**src/rtl/mdio_pkg.sv**
```systemverilog
package mdio_pkg;
   localparam int FRAME_W = 32;
   localparam int DATA_W  = 16;
   localparam int POS_W   = $clog2(FRAME_W);
   localparam logic [1:0] OP_READ = 2'b10;

   typedef enum logic {
      SEL_FRAME = 1'b0,
      SEL_DIV   = 1'b1
   } reg_sel_e;
endpackage

```
**src/rtl/mdio_regs.sv**
```systemverilog
module mdio_regs
   import mdio_pkg::*;
#(
   parameter int DIV_W = 8
) (
   input  logic                 clk,
   input  logic                 rst_n,
   input  logic                 wr_en,
   input  logic                 sel,
   input  logic [FRAME_W-1:0]   wdata,
   output logic [FRAME_W-1:0]   rdata,
   input  logic                 busy,
   input  logic                 cap_en,
   input  logic [POS_W-1:0]     cap_pos,
   input  logic                 cap_bit,
   output logic [FRAME_W-1:0]   frame,
   output logic [DIV_W-1:0]     div,
   output logic                 pending,
   output logic                 start,
   output logic [DIV_W-1:0]     launch_div
);
   logic [FRAME_W-1:0] frame_q;
   logic [DIV_W-1:0]   div_q;
   logic [DIV_W-1:0]   div_new;
   logic [FRAME_W-1:0] div_ext;
   logic               pend_q;
   logic               frame_wr;
   logic               div_wr;
   logic               div_launch;

   assign frame_wr   = wr_en && (sel == SEL_FRAME) && !busy;
   assign div_wr     = wr_en && (sel == SEL_DIV);
   assign div_new    = wdata[DIV_W-1:0];
   assign div_launch = div_wr && pend_q && !busy && (div_new != '0);

   assign start      = (frame_wr && (div_q != '0)) || div_launch;
   assign launch_div = frame_wr ? div_q : div_new;

   // frame word has no defined reset value
   always_ff @(posedge clk) begin
      if (frame_wr)
         frame_q <= wdata;
      else if (cap_en)
         frame_q[cap_pos] <= cap_bit;
   end

   always_ff @(posedge clk) begin
      if (!rst_n) begin
         div_q  <= '0;
         pend_q <= 1'b0;
      end else begin
         if (div_wr)
            div_q <= div_new;
         if (frame_wr)
            pend_q <= (div_q == '0);
         else if (div_launch)
            pend_q <= 1'b0;
      end
   end

   generate
      if (DIV_W < FRAME_W) begin : g_div_pad
         assign div_ext = {{(FRAME_W-DIV_W){1'b0}}, div_q};
      end else begin : g_div_full
         assign div_ext = div_q;
      end
   endgenerate

   assign rdata   = (sel == SEL_FRAME) ? frame_q : div_ext;
   assign frame   = frame_q;
   assign div     = div_q;
   assign pending = pend_q;
endmodule

```
**src/rtl/mdio_mdc_gen.sv**
```systemverilog
module mdio_mdc_gen #(
   parameter int DIV_W = 8
) (
   input  logic             clk,
   input  logic             rst_n,
   input  logic             start,
   input  logic [DIV_W-1:0] launch_div,
   input  logic             run,
   output logic             mdc,
   output logic             rise_ev,
   output logic             fall_ev
);
   logic [DIV_W-1:0] div_lat;
   logic [DIV_W-1:0] cnt;
   logic             mdc_q;
   logic             half_end;

   assign half_end = run && (cnt == div_lat - 1'b1);
   assign rise_ev  = half_end && !mdc_q;
   assign fall_ev  = half_end && mdc_q;

   always_ff @(posedge clk) begin
      if (!rst_n) begin
         div_lat <= '0;
         cnt     <= '0;
         mdc_q   <= 1'b0;
      end else if (start) begin
         div_lat <= launch_div;
         cnt     <= '0;
         mdc_q   <= 1'b0;
      end else if (run) begin
         if (half_end) begin
            cnt   <= '0;
            mdc_q <= ~mdc_q;
         end else begin
            cnt <= cnt + 1'b1;
         end
      end
   end

   assign mdc = mdc_q;
endmodule

```
**src/rtl/mdio_bit_seq.sv**
```systemverilog
module mdio_bit_seq
   import mdio_pkg::*;
#(
   parameter int PRE_LEN = 32
) (
   input  logic               clk,
   input  logic               rst_n,
   input  logic               start,
   input  logic               rise_ev,
   input  logic               fall_ev,
   input  logic [FRAME_W-1:0] frame,
   input  logic               mdio_i,
   output logic               busy,
   output logic               done,
   output logic               mdio_o,
   output logic               mdio_oe,
   output logic               cap_en,
   output logic [POS_W-1:0]   cap_pos,
   output logic               cap_bit
);
   localparam int TOTAL_BITS = PRE_LEN + FRAME_W;
   localparam int IDX_W      = $clog2(TOTAL_BITS);
   localparam int REL_FIRST  = PRE_LEN + FRAME_W - DATA_W - 1;
   localparam int CAP_FIRST  = REL_FIRST + 1;

   logic [IDX_W-1:0]      idx;
   logic [IDX_W-1:0]      bit_sel;
   logic [TOTAL_BITS-1:0] tx_vec;
   logic                  busy_q;
   logic                  done_q;
   logic                  is_read;
   logic                  released;

   generate
      if (PRE_LEN > 0) begin : g_pre
         assign tx_vec = {{PRE_LEN{1'b1}}, frame};
      end else begin : g_nopre
         assign tx_vec = frame;
      end
   endgenerate

   assign bit_sel  = IDX_W'(TOTAL_BITS-1) - idx;
   assign is_read  = (frame[FRAME_W-3 -: 2] == OP_READ);
   assign released = is_read && (idx >= IDX_W'(REL_FIRST));

   always_ff @(posedge clk) begin
      if (!rst_n) begin
         busy_q <= 1'b0;
         done_q <= 1'b0;
         idx    <= '0;
      end else begin
         done_q <= 1'b0;
         if (start) begin
            busy_q <= 1'b1;
            idx    <= '0;
         end else if (busy_q && fall_ev) begin
            if (idx == IDX_W'(TOTAL_BITS-1)) begin
               busy_q <= 1'b0;
               done_q <= 1'b1;
            end else begin
               idx <= idx + 1'b1;
            end
         end
      end
   end

   assign mdio_o  = busy_q ? tx_vec[bit_sel] : 1'b1;
   assign mdio_oe = busy_q && !released;
   assign cap_en  = busy_q && rise_ev && is_read && (idx >= IDX_W'(CAP_FIRST));
   assign cap_pos = POS_W'(bit_sel);
   assign cap_bit = mdio_i;
   assign busy    = busy_q;
   assign done    = done_q;
endmodule

```
**src/rtl/mdio_frame_master.sv**
```systemverilog
module mdio_frame_master
   import mdio_pkg::*;
#(
   parameter int DIV_W   = 8,
   parameter int PRE_LEN = 32
) (
   input  logic               clk,
   input  logic               rst_n,
   input  logic               reg_wr,
   input  logic               reg_sel,
   input  logic [FRAME_W-1:0] reg_wdata,
   output logic [FRAME_W-1:0] reg_rdata,
   input  logic               mdio_i,
   output logic               mdc,
   output logic               mdio_o,
   output logic               mdio_oe,
   output logic               frame_done
);
   generate
      if (DIV_W < 1 || DIV_W > FRAME_W) begin : g_bad_div
         $error("DIV_W must lie in 1..FRAME_W");
      end
      if (PRE_LEN < 0 || PRE_LEN > 64) begin : g_bad_pre
         $error("PRE_LEN must lie in 0..64");
      end
   endgenerate

   logic [FRAME_W-1:0] frame_val;
   logic [DIV_W-1:0]   div_val;
   logic [DIV_W-1:0]   launch_div;
   logic [POS_W-1:0]   cap_pos;
   logic               pend;
   logic               start;
   logic               busy;
   logic               rise_ev;
   logic               fall_ev;
   logic               cap_en;
   logic               cap_bit;

   mdio_regs #(.DIV_W(DIV_W)) regs_i (
      .clk        (clk),
      .rst_n      (rst_n),
      .wr_en      (reg_wr),
      .sel        (reg_sel),
      .wdata      (reg_wdata),
      .rdata      (reg_rdata),
      .busy       (busy),
      .cap_en     (cap_en),
      .cap_pos    (cap_pos),
      .cap_bit    (cap_bit),
      .frame      (frame_val),
      .div        (div_val),
      .pending    (pend),
      .start      (start),
      .launch_div (launch_div)
   );

   mdio_mdc_gen #(.DIV_W(DIV_W)) mdc_i (
      .clk        (clk),
      .rst_n      (rst_n),
      .start      (start),
      .launch_div (launch_div),
      .run        (busy),
      .mdc        (mdc),
      .rise_ev    (rise_ev),
      .fall_ev    (fall_ev)
   );

   mdio_bit_seq #(.PRE_LEN(PRE_LEN)) seq_i (
      .clk     (clk),
      .rst_n   (rst_n),
      .start   (start),
      .rise_ev (rise_ev),
      .fall_ev (fall_ev),
      .frame   (frame_val),
      .mdio_i  (mdio_i),
      .busy    (busy),
      .done    (frame_done),
      .mdio_o  (mdio_o),
      .mdio_oe (mdio_oe),
      .cap_en  (cap_en),
      .cap_pos (cap_pos),
      .cap_bit (cap_bit)
   );
endmodule

```
**config.mk**
```make
export PLATFORM = sky130hd
export DESIGN_NAME = mdio_frame_master
export DESIGN_NICKNAME = d
export VERILOG_FILES = /design/src/rtl/mdio_pkg.sv /design/src/rtl/mdio_regs.sv /design/src/rtl/mdio_mdc_gen.sv /design/src/rtl/mdio_bit_seq.sv /design/src/rtl/mdio_frame_master.sv
export SDC_FILE = /design/constraint.sdc
export NUM_CORES = 1
export LEC_CHECK = 0
export BUFFER_PORTS_ARGS = -buffer_cell sky130_fd_sc_hd__buf_2
export CAP_MARGIN = 20
export CELL_PAD_IN_SITES_DETAIL_PLACEMENT = 0
export CELL_PAD_IN_SITES_GLOBAL_PLACEMENT = 2
export CORE_ASPECT_RATIO = 0.7
export CORE_MARGIN = 8
export CORE_UTILIZATION = 30
export DETAILED_ROUTE_END_ITERATION = 10
export PLACE_DENSITY_LB_ADDON = 0.1
export SKIP_CTS_REPAIR_TIMING = 1
export SYNTH_ARGS = -nofsm -noshare
export SYNTH_HDL_FRONTEND = slang
export SYNTH_SLANG_ARGS = --single-unit
```
**constraint.sdc**
```tcl
create_clock -name clk -period 2.3 [get_ports clk]
set_input_delay 0.46 -clock clk [delete_from_list [all_inputs] [get_ports clk]]
set_output_delay 0.46 -clock clk [all_outputs]
set_load 0.1 [all_outputs]
```
After elaboration in Yosys (flattened, before gate mapping) --
Index checks and enable logic that the tools add are counted.
Operators by class: add/subtract/negate cells 4, order comparisons 5, equality and inequality tests 3, mux-type cells 17, bitwise operators 5, reduce and logical (&&, ||, !) cells 33
Operators with widths (count):
- 32-bit two-way mux | 3
- 32-bit bitwise mux | 1
- 1-bit logical AND | 17
- 8-bit two-way mux | 2
- 8-bit nonzero test | 2
- 6-bit >= comparator (second input constant) | 2
- 1-bit two-way mux | 9
- 8-bit by 1-bit adder with 8-bit output (second input constant) | 1
- 8-bit == test | 1
- 8-bit zero test | 1
- 2-bit nonzero test | 4
- 8-bit by 1-bit subtractor with 8-bit output (second input constant) | 1
- 6-bit by 7-bit < comparator with 1-bit output (second input constant) | 1
- 6-bit by 1-bit adder with 6-bit output (second input constant) | 1
- 1-bit binary-select mux with 6-bit select | 1
- 6-bit == test (second input constant) | 1
- 5-bit by 6-bit < comparator with 1-bit output (second input constant) | 1
- 2-bit AND reduction | 3
- 6-bit subtractor (first input constant) | 1
- 1-bit demux with 5-bit select | 1
- 5-bit by 1-bit >= comparator with 1-bit output (second input constant) | 1
- 1-bit inverter | 5
- 1-bit zero test | 3
- 3-bit OR reduction | 1
- 3 further kinds | 3
Word-level totals: bits in registers 66, bits of input ports 37, output and inout port bits 36, word-level logic and storage cells 76

Depth between registers and ports, before layout --
Gate-level depths: netlist (run 1).
word-level depth 9, mapped depth 9, depth with buffers taken out 7

Cells and area by module --
A second synthesis (run 1) with hierarchy kept.
Second synthesis, totals: cell total of the unflattened synthesis 452, area, all modules 4092.7 um^2
Modules (own cells, without submodules):
- mdio_regs | instances 1, cells an instance 269, area an instance 2382.3 um^2, sequential area each 1141.1 um^2
- mdio_mdc_gen | instances 1, cells an instance 114, area an instance 1012.2 um^2, sequential area each 340.3 um^2
- mdio_bit_seq | instances 1, cells an instance 69, area an instance 698.2 um^2, sequential area each 160.2 um^2

Worst setup path before layout (run 1) --
OpenSTA, ideal clock, no wires.
path kind input to output, from input port reg_sel, to output port reg_rdata[31], arrival 2.175 ns, required time 1.840 ns, slack -0.335 ns, stages 3, path buffers 2, cells stage by stage clkbuf_1 -> buf_1 -> nor2b_1
On the way: word-level cells in the longest chain between the ends 1
RTL lines:
- start: declaration | RTL line mdio_frame_master.sv:10 | input logic reg_sel,
- 32-bit two-way mux | RTL line mdio_regs.sv:69 | assign rdata = (sel == SEL_FRAME) ? frame_q : div_ext;
- end: declaration | RTL line mdio_frame_master.sv:12 | output logic [FRAME_W-1:0] reg_rdata,
No other way between the ends.

Final worst setup path (run 1) --
from register seq_i.idx[0], to output port mdio_o
On the way: word-level cells in the longest chain between the ends 4
RTL lines:
- start: declaration | RTL line mdio_bit_seq.sv:26 | logic [IDX_W-1:0] idx;
- start signal: assignment | RTL line mdio_bit_seq.sv:61 | idx <= idx + 1'b1;
- 6-bit subtractor | RTL line mdio_bit_seq.sv:42 | assign bit_sel = IDX_W'(TOTAL_BITS-1) - idx;
- 1-bit binary-select mux with 6-bit select | RTL line mdio_bit_seq.sv:67 | assign mdio_o = busy_q ? tx_vec[bit_sel] : 1'b1;
- 1-bit two-way mux (implied by the code) | RTL line mdio_bit_seq.sv:67
- 1-bit two-way mux | RTL line mdio_bit_seq.sv:67
- end: declaration | RTL line mdio_frame_master.sv:15 | output logic mdio_o,
No other way between the ends. The select of a mux whose other input is x is not followed.

==> results of run 1 <==
[cell families after synthesis]
family | Yosys count | share of synthesized area
buf+inv | 57 | 0.0568
simple gates | 203 | 0.256
flops | 66 | 0.405
fa+ha+maj | 6 | 0.0185
xor+xnor | 17 | 0.0367
mux | 22 | 0.0818
compound gates | 93 | 0.145
[worst max-delay path by stage]
stage                     cells past startpoint             start         endpoint
after floorplan                               3           reg_sel    reg_rdata[31]
after global placement                        6      seq_i.idx[0]           mdio_o
after detailed placement                      7  mdc_i.div_lat[1]  regs_i.frame[1]
after CTS                                     6      seq_i.idx[0]           mdio_o
after global routing                          6      seq_i.idx[0]           mdio_o
final                                         6      seq_i.idx[0]           mdio_o
[worst max-delay path, stage by stage (launching register included)]
cell and delay [ps]:
dfxtp_4 400, mux4_2 520, mux2_4 280, nand2_2 60
o21ai_2 50, a211o_4 340, buf_12 170
[per-stage QoR]
| stage | setup WS (ps) | utilization | hold WS [ps] | setup TNS [ps] | instance area, um^2 |
|---|---|---|---|---|---|
| floorplan | -335 | - | 454 | -5280 | 4120 |
| global placement | -82.5 | 0.391 | 474 | -532 | 5150 |
| detailed placement | -131 | 0.391 | 483 | -1170 | 5150 |
| CTS | -489 | 0.416 | 393 | -1780 | 5490 |
| global route | -372 | 0.431 | 397 | -1050 | 5680 |
| finish | -319 | 0.431 | 400 | -319 | 5680 |
[cell type report]
cell class,count,area [um^2]
fillers,1299,7500
multi-input cells,342,2380
flip-flops and latches,66,1650
repair buffers,132,993
clock buffers,13,293
well taps,185,231
inverters,24,90.1
clock inverters,3,41.3
[cells in the final DEF (no fill, tap or decap), drive strengths merged, types with 13 or more instances in the layout]
| master | Yosys | routed |
|---|---|---|
| inv | 22 | 23 |
| buf | 9 | 132 |
| xor2 | 13 | 13 |
| nor2b | 27 | 27 |
| clkbuf | 24 | 13 |
| a21oi | 16 | 16 |
| nand3 | 33 | 33 |
| dfxtp | 34 | 34 |
| edfxtp | 32 | 32 |
| nand2 | 77 | 77 |
| nor2 | 14 | 14 |
| o21ai | 51 | 51 |
[layer usage]
metal | up-vias | wire length [um] | share of wire | global-route usage
met1 | 1840 | 7220 | 0.51 | 0.242
li1 | 1884 | - | - | -
met2 | 98 | 5840 | 0.41 | 0.231
met5 | - | 0 | 0 | 0
met4 | 0 | 102 | 0.0072 | 0.0345
met3 | 7 | 988 | 0.070 | 0.0427
[state kept, by name, indices dropped and copies added (netlist names)]
register / flops
mdc_i.div_lat: 8
mdc_i.mdc: 1
regs_i.frame: 32
seq_i.idx: 6
regs_i.pending: 1
seq_i.busy: 1
mdc_i.cnt: 8
seq_i.done: 1
regs_i.div: 8
[power breakdown]
group / internal (mW) / switching (mW)
Combinational: 0.322 / 0.567
Clock: 1.00 / 0.531
Sequential: 1.29 / 0.0540
Total: 2.62 / 1.15
==> impl_metrics.toml, run 1 <==
[sta]
tightestPinTransition_ps = 576
rsz0062_at_grt = "yes"
fin_skew_ps = 5.25
period_share = 1.14
drv_slew = 0
fmax_mhz = 382
finalHoldViolCount = 0
slew_headroom = 0.615
setup_slack_ps = -319
layout_min_cycle_time_ps = 2620
setup_viol = 1

[cts]
cts_buffer_depth = 2
cts_tree = "yes"
clock_latency_ps = 330
cts_made_buffers = 9
cts_max_level = 3
root_buffer = "clkbuf_16"
cts_sinks = 66
clk_transition_reported_paths_ps = 60

[synthesis]
synth-seq-cells = 66
synth_area_leaders = "edfxtp_1 (24%), dfxtp_1 (17%), nand2_1 (7.1%), o21ai_0 (4.9%), mux4_2 (4.4%)"
synthFlopType = "dfxtp_1"
yosys-top-cells-count = "nand2_1 (77), o21ai_0 (40), dfxtp_1 (34)"
synthDistinctLibCells = 53
avgSynthCellArea_um2 = 8.74
synth-edff-count = 32
syn_nets = 507
synth.largest_area_cell = "edfxtp_1"
yosysMostFrequentCell = "nand2_1"
synth_async_sr_flop_share = 0
syn_area_um2 = 4060
synthCells = 464
synth_top_cell_area_share = 0.237
yosysSeqAreaShare = 0.405
ys.warnings.count = 0

[grt]
antenna_found_initial = 0
grt_pass1_vias = 3796
grt_overflow_total = 0
grt_pass1_wl_um = 22100
grt_use_total = 0.164
grt_max_degree = 28

[outcome]
status = "finished, violations left"
violations = "setup timing"

[worst_setup_path]
reg2reg_from = "mdc_i.div_lat[0]"
cp.required_ps = 1840
reg2reg_depth = 7
critical_path_class = "register to primary output"
crit_arrival_ps = 2160
start_kind = "register"
cp_max_fo = 5
reg2reg_setup_slack_ps = 10
end_kind = "primary output"
r2r-end = "regs_i.frame[7]"

[final_layout]
drive_gt1_frac = 0.381
layout.nets = 618
instances_no_fill = 765
areaGrowthSynthToFinish_pct = 40.1
n_antenna_cell = 0

[placement]
dp.cells = 746
port_buffers = 72
gp_congestion = 0.791
dpl.hpwl_um = 11000

[routing]
drc = 0
wire_per_inst_um = 18.5
via_per_inst = 5.01
wirelength_um = 14200
drt-initial-drc-count = 274
dr.pass1.iters = 5
vias = 3829
antenna_left = 0

[die]
initial_core_util = 0.308
die_h_um = 113
rows = 35
core-area_um2 = 13200
io_pins = 73
dieArea_um2 = 17600
die_w_um = 155

[run]
drv_cap = 0

[power_and_ir_drop]
finalPower_mw = 3.77
p_leak_nw = 2.29
vdd_drop_max_v = 0.000443
power_density_nw_per_um2 = 663

[min_path]
min_from = "reg_wdata[31]"
min_to = "regs_i.frame[31]"
holdPathStages = 3
hold_path_class = "primary input to register"
Note: power is estimated with default switching activity, not from simulation.
==> run 2: changes to the inputs <==
Settings changed: ABC_AREA from default to 1, CORE_UTILIZATION 30 to 28.
==> impl_metrics.toml, run 2 <==
[outcome]
status = "finished, violations left"
violations = "setup timing"

[synthesis]
syn_area_um2 = 4120
synth-seq-cells = 66
syn_nets = 632
synthFlopType = "dfxtp_1"
synth_async_sr_flop_share = 0
yosys-top-cells-count = "nand2_1 (130), inv_1 (89), o21ai_0 (73)"
synth-edff-count = 32
avgSynthCellArea_um2 = 7.00
synth.largest_area_cell = "edfxtp_1"
ys.warnings.count = 0
synth_area_leaders = "edfxtp_1 (23%), dfxtp_1 (17%), nand2_1 (12%), o21ai_0 (8.9%), inv_1 (8.1%)"
synth_top_cell_area_share = 0.233
yosysMostFrequentCell = "nand2_1"
synthCells = 589
yosysSeqAreaShare = 0.398
synthDistinctLibCells = 36

[final_layout]
areaGrowthSynthToFinish_pct = 30.8
most-common-layout-cells = "nand2_1 (130), inv_1 (87), o21ai_0 (63), buf_2 (62), nor2_1 (53)"
instances_no_fill = 877
stdcell_area_um2 = 5390
n_antenna_cell = 0
layout.nets = 720
largest_register_ffs = 32
post-route-util = 0.371
final_common_cell = "nand2_1"
drive_gt1_frac = 0.249

[routing]
wire_per_inst_um = 16.2
drt-initial-drc-count = 323
drc = 0
via_per_inst = 4.67
antenna_left = 0
dr.pass1.iters = 5
wirelength_um = 14200
vias = 4098

[cts]
cts_tree = "yes"
cts_sinks = 66
cts_made_buffers = 9
root_buffer = "clkbuf_16"
clk_transition_reported_paths_ps = 60
clock_latency_ps = 340
cts_buffer_depth = 2
cts_max_level = 3

[grt]
grt_overflow_total = 0
grt_pass1_vias = 4073
grt_max_degree = 40
antenna_found_initial = 0
grt_pass1_wl_um = 22200
grt_use_total = 0.148

[placement]
pre_cts_slack_ps = 58.5
dpl-instance-area_um2 = 5030
dpl.hpwl_um = 10900
dp.cells = 858
port_buffers = 72
gp_congestion = 0.771

[sta]
fmax_mhz = 401
rsz0062_at_grt = "yes"
tightestPinTransition_ps = 1290
fin_setup_tns_ps = -1850
fin_skew_ps = 6.90
slew_headroom = 0.134
hold_ws_ps = 403
setup_viol = 17
drv_slew = 0
setup_slack_ps = -194
finalHoldViolCount = 0
layout_min_cycle_time_ps = 2490
period_share = 1.08

[run]
drv_cap = 0

[power_and_ir_drop]
p_leak_nw = 2.40
power_density_nw_per_um2 = 665
finalPower_mw = 3.58
vdd_drop_max_v = 0.000313

[die]
die_h_um = 118
initial_core_util = 0.284
rows = 37
dieArea_um2 = 18900
io_pins = 73
die_w_um = 161
core-area_um2 = 14500

[worst_setup_path]
start_kind = "register"
critical_path_class = "register to register"
cp.required_ps = 2340
crit_arrival_ps = 2530
cp_max_fo = 8
end_kind = "register"

[min_path]
hold_path_class = "primary input to register"
==> run 2: final timing paths <==
path | from | cells past startpoint | endpoint | slack (ps)
max reg2reg | seq_i.idx[5] | 4 | regs_i.frame[10] | -190
min | reg_wdata[24] | 3 | regs_i.frame[24] | 400
max | seq_i.idx[5] | 4 | regs_i.frame[10] | -190
min reg2reg | regs_i.pending | 2 | regs_i.pending | 460
==> run 2: layout make-up <==
class | instances | area, um^2
Clock buffer | 9 | 225
Clock inverter | 7 | 68.8
Fill cell | 1590 | 9150
Inverter | 94 | 362
Multi-Input combinational cell | 403 | 2080
Sequential cell | 66 | 1650
Tap cell | 195 | 244
Timing Repair Buffer | 103 | 763
==> run 2: critical path: stages, from the launching register on <==
cell and delay [ps]:
dfxtp_1 320, inv_1 140, nor4_1 1060, nand3_2 420, o21ai_1 250
==> run 2: per-layer routing <==
layer / vias up / routed length, um / global-route usage
met3: 8 / 710 / 0.0360
li1: 2093 / - / -
met1: 1903 / 7770 / 0.222
met4: 0 / 122 / 0.0352
met5: - / 0 / 0
met2: 94 / 5650 / 0.205
==> run 2: logic make-up (layout without fill, tap and decap cells) <==
kind of cell    Yosys count  count (layout)  share of synthesized area
simple gates            245             246                      0.264
compound gates          140             140                      0.182
buf+inv                 121             213                      0.113
flops                    66              66                      0.398
xor+xnor                 10              10                     0.0212
fa+ha+maj                 6               6                     0.0182
mux                       1               1                    0.00273
==> run 2: power breakdown <==
group / internal (mW) / switching [mW]
Combinational: 0.245 / 0.599
Sequential: 1.29 / 0.0496
Clock: 0.838 / 0.557
==> run 3: changes to the inputs <==
Settings changed: CELL_PAD_IN_SITES_DETAIL_PLACEMENT 0 to default, CELL_PAD_IN_SITES_GLOBAL_PLACEMENT 2 to default, CORE_UTILIZATION 28 to 40, PLACE_DENSITY_LB_ADDON 0.1 to default.
==> impl_metrics.toml, run 3 (synthesis gave the netlist of run 2 again) <==
[final_layout]
n_antenna_cell = 0
most-common-layout-cells = "nand2_1 (130), inv_1 (86), o21ai_0 (64), buf_2 (62), nor2_1 (53)"
final_common_cell = "nand2_1"
instances_no_fill = 808
layout.nets = 714
areaGrowthSynthToFinish_pct = 27.7
stdcell_area_um2 = 5270
largest_register_ffs = 32
drive_gt1_frac = 0.241

[worst_setup_path]
start_kind = "register"
slowest_delay_ps = 1010
crit_arrival_ps = 2520
path_cells = "inv_1 > nor4_1 > nand3_2 > o21ai_1"
crit_family = "simple AND/OR/NAND/NOR gates"
end_kind = "register"
critical_path_class = "register to register"
cp.required_ps = 2330
critPathSlowestCell = "nor4_1"
cp_max_fo = 8
path_buf_inv = 1

[routing]
vias = 4199
drc = 0
antenna_left = 0
wire_per_inst_um = 15.7
via_per_inst = 5.20
wirelength_um = 12700
drt-initial-drc-count = 352
dr.pass1.iters = 5

[sta]
setup_slack_ps = -197
fin_skew_ps = 5.95
rsz0062_at_grt = "yes"
fmax_mhz = 401
slew_headroom = 0.200
finalHoldViolCount = 0
period_share = 1.09
tightestPinTransition_ps = 1190
layout_min_cycle_time_ps = 2500
drv_slew = 0
setup_viol = 14

[power_and_ir_drop]
power_density_nw_per_um2 = 671
vdd_drop_max_v = 0.000329
p_leak_nw = 2.36

[grt]
grt_use_total = 0.185
grt_pass1_wl_um = 20000
grt_max_degree = 41
grt_pass1_vias = 3935
grt_overflow_total = 0
antenna_found_initial = 0

[die]
die_w_um = 137
io_pins = 73
dieArea_um2 = 13900
core-area_um2 = 10200
die_h_um = 101
rows = 31
initial_core_util = 0.404

[cts]
cts_sinks = 66
cts_tree = "yes"
root_buffer = "clkbuf_16"
cts_made_buffers = 9
clock_latency_ps = 330
clk_transition_reported_paths_ps = 60
cts_buffer_depth = 2
cts_max_level = 3

[placement]
dpl-instance-area_um2 = 4890
port_buffers = 72
gp_congestion = 0.882
dp.cells = 787
dpl.hpwl_um = 9370

[outcome]
status = "finished, violations left"
violations = "setup timing"

[min_path]
hold_path_class = "primary input to register"

[run]
drv_cap = 0
==> run 3: area by class of cell <==
type | count | area (um^2)
Tap cell | 132 | 165
Clock inverter | 1 | 5.00
Sequential cell | 66 | 1650
Clock buffer | 15 | 289
Multi-Input combinational cell | 403 | 2080
Inverter | 94 | 355
Timing Repair Buffer | 97 | 718
Fill cell | 1033 | 4940
==> run 3: through the flow <==
step / total power [mW] / hold WS [ps] / setup WS (ps) / util / TNS, ps
final: 3.53 / 410 / -197 / 0.516 / -1740
after global routing: 3.69 / 412 / -312 / 0.516 / -3390
after CTS: 3.55 / 402 / -254 / 0.508 / -400
after detailed placement: 2.19 / 438 / 2.73 / 0.479 / 0
after global placement: 2.19 / 430 / 107 / 0.479 / 0
after floorplan: 1.96 / 420 / -295 / - / -6410
==> run 3: worst register-to-register path: stages, from the launching register on <==
cell	delay, ps
dfxtp_2	380
inv_1	130
nor4_1	1010
nand3_2	420
o21ai_1	260
==> run 3: report_power, final <==
group | internal (mW) | leakage (nW) | switching, mW
Sequential | 1.29 | 0.587 | 0.0469
Combinational | 0.244 | 1.63 | 0.589
Clock | 0.854 | 0.145 | 0.501
Total | 2.39 | 2.36 | 1.14
==> run 3: final timing paths <==
check                                    start          endpoint  slack (ps)  cells past startpoint
worst max-delay path              seq_i.idx[4]  regs_i.frame[15]        -200                      4
worst min-delay path             reg_wdata[17]  regs_i.frame[17]         410                      3
worst max register to register    seq_i.idx[4]  regs_i.frame[15]        -200                      4
worst min register to register  regs_i.pending    regs_i.pending         450                      2
==> run 3: routing by layer <==
| layer | global-route usage | part of all wire | vias to the layer above |
|---|---|---|---|
| met5 | 0 | 0 | - |
| met4 | 0.0607 | 0.013 | 0 |
| met3 | 0.0428 | 0.083 | 14 |
| met2 | 0.270 | 0.43 | 152 |
| met1 | 0.262 | 0.47 | 1953 |
| li1 | - | - | 2080 |
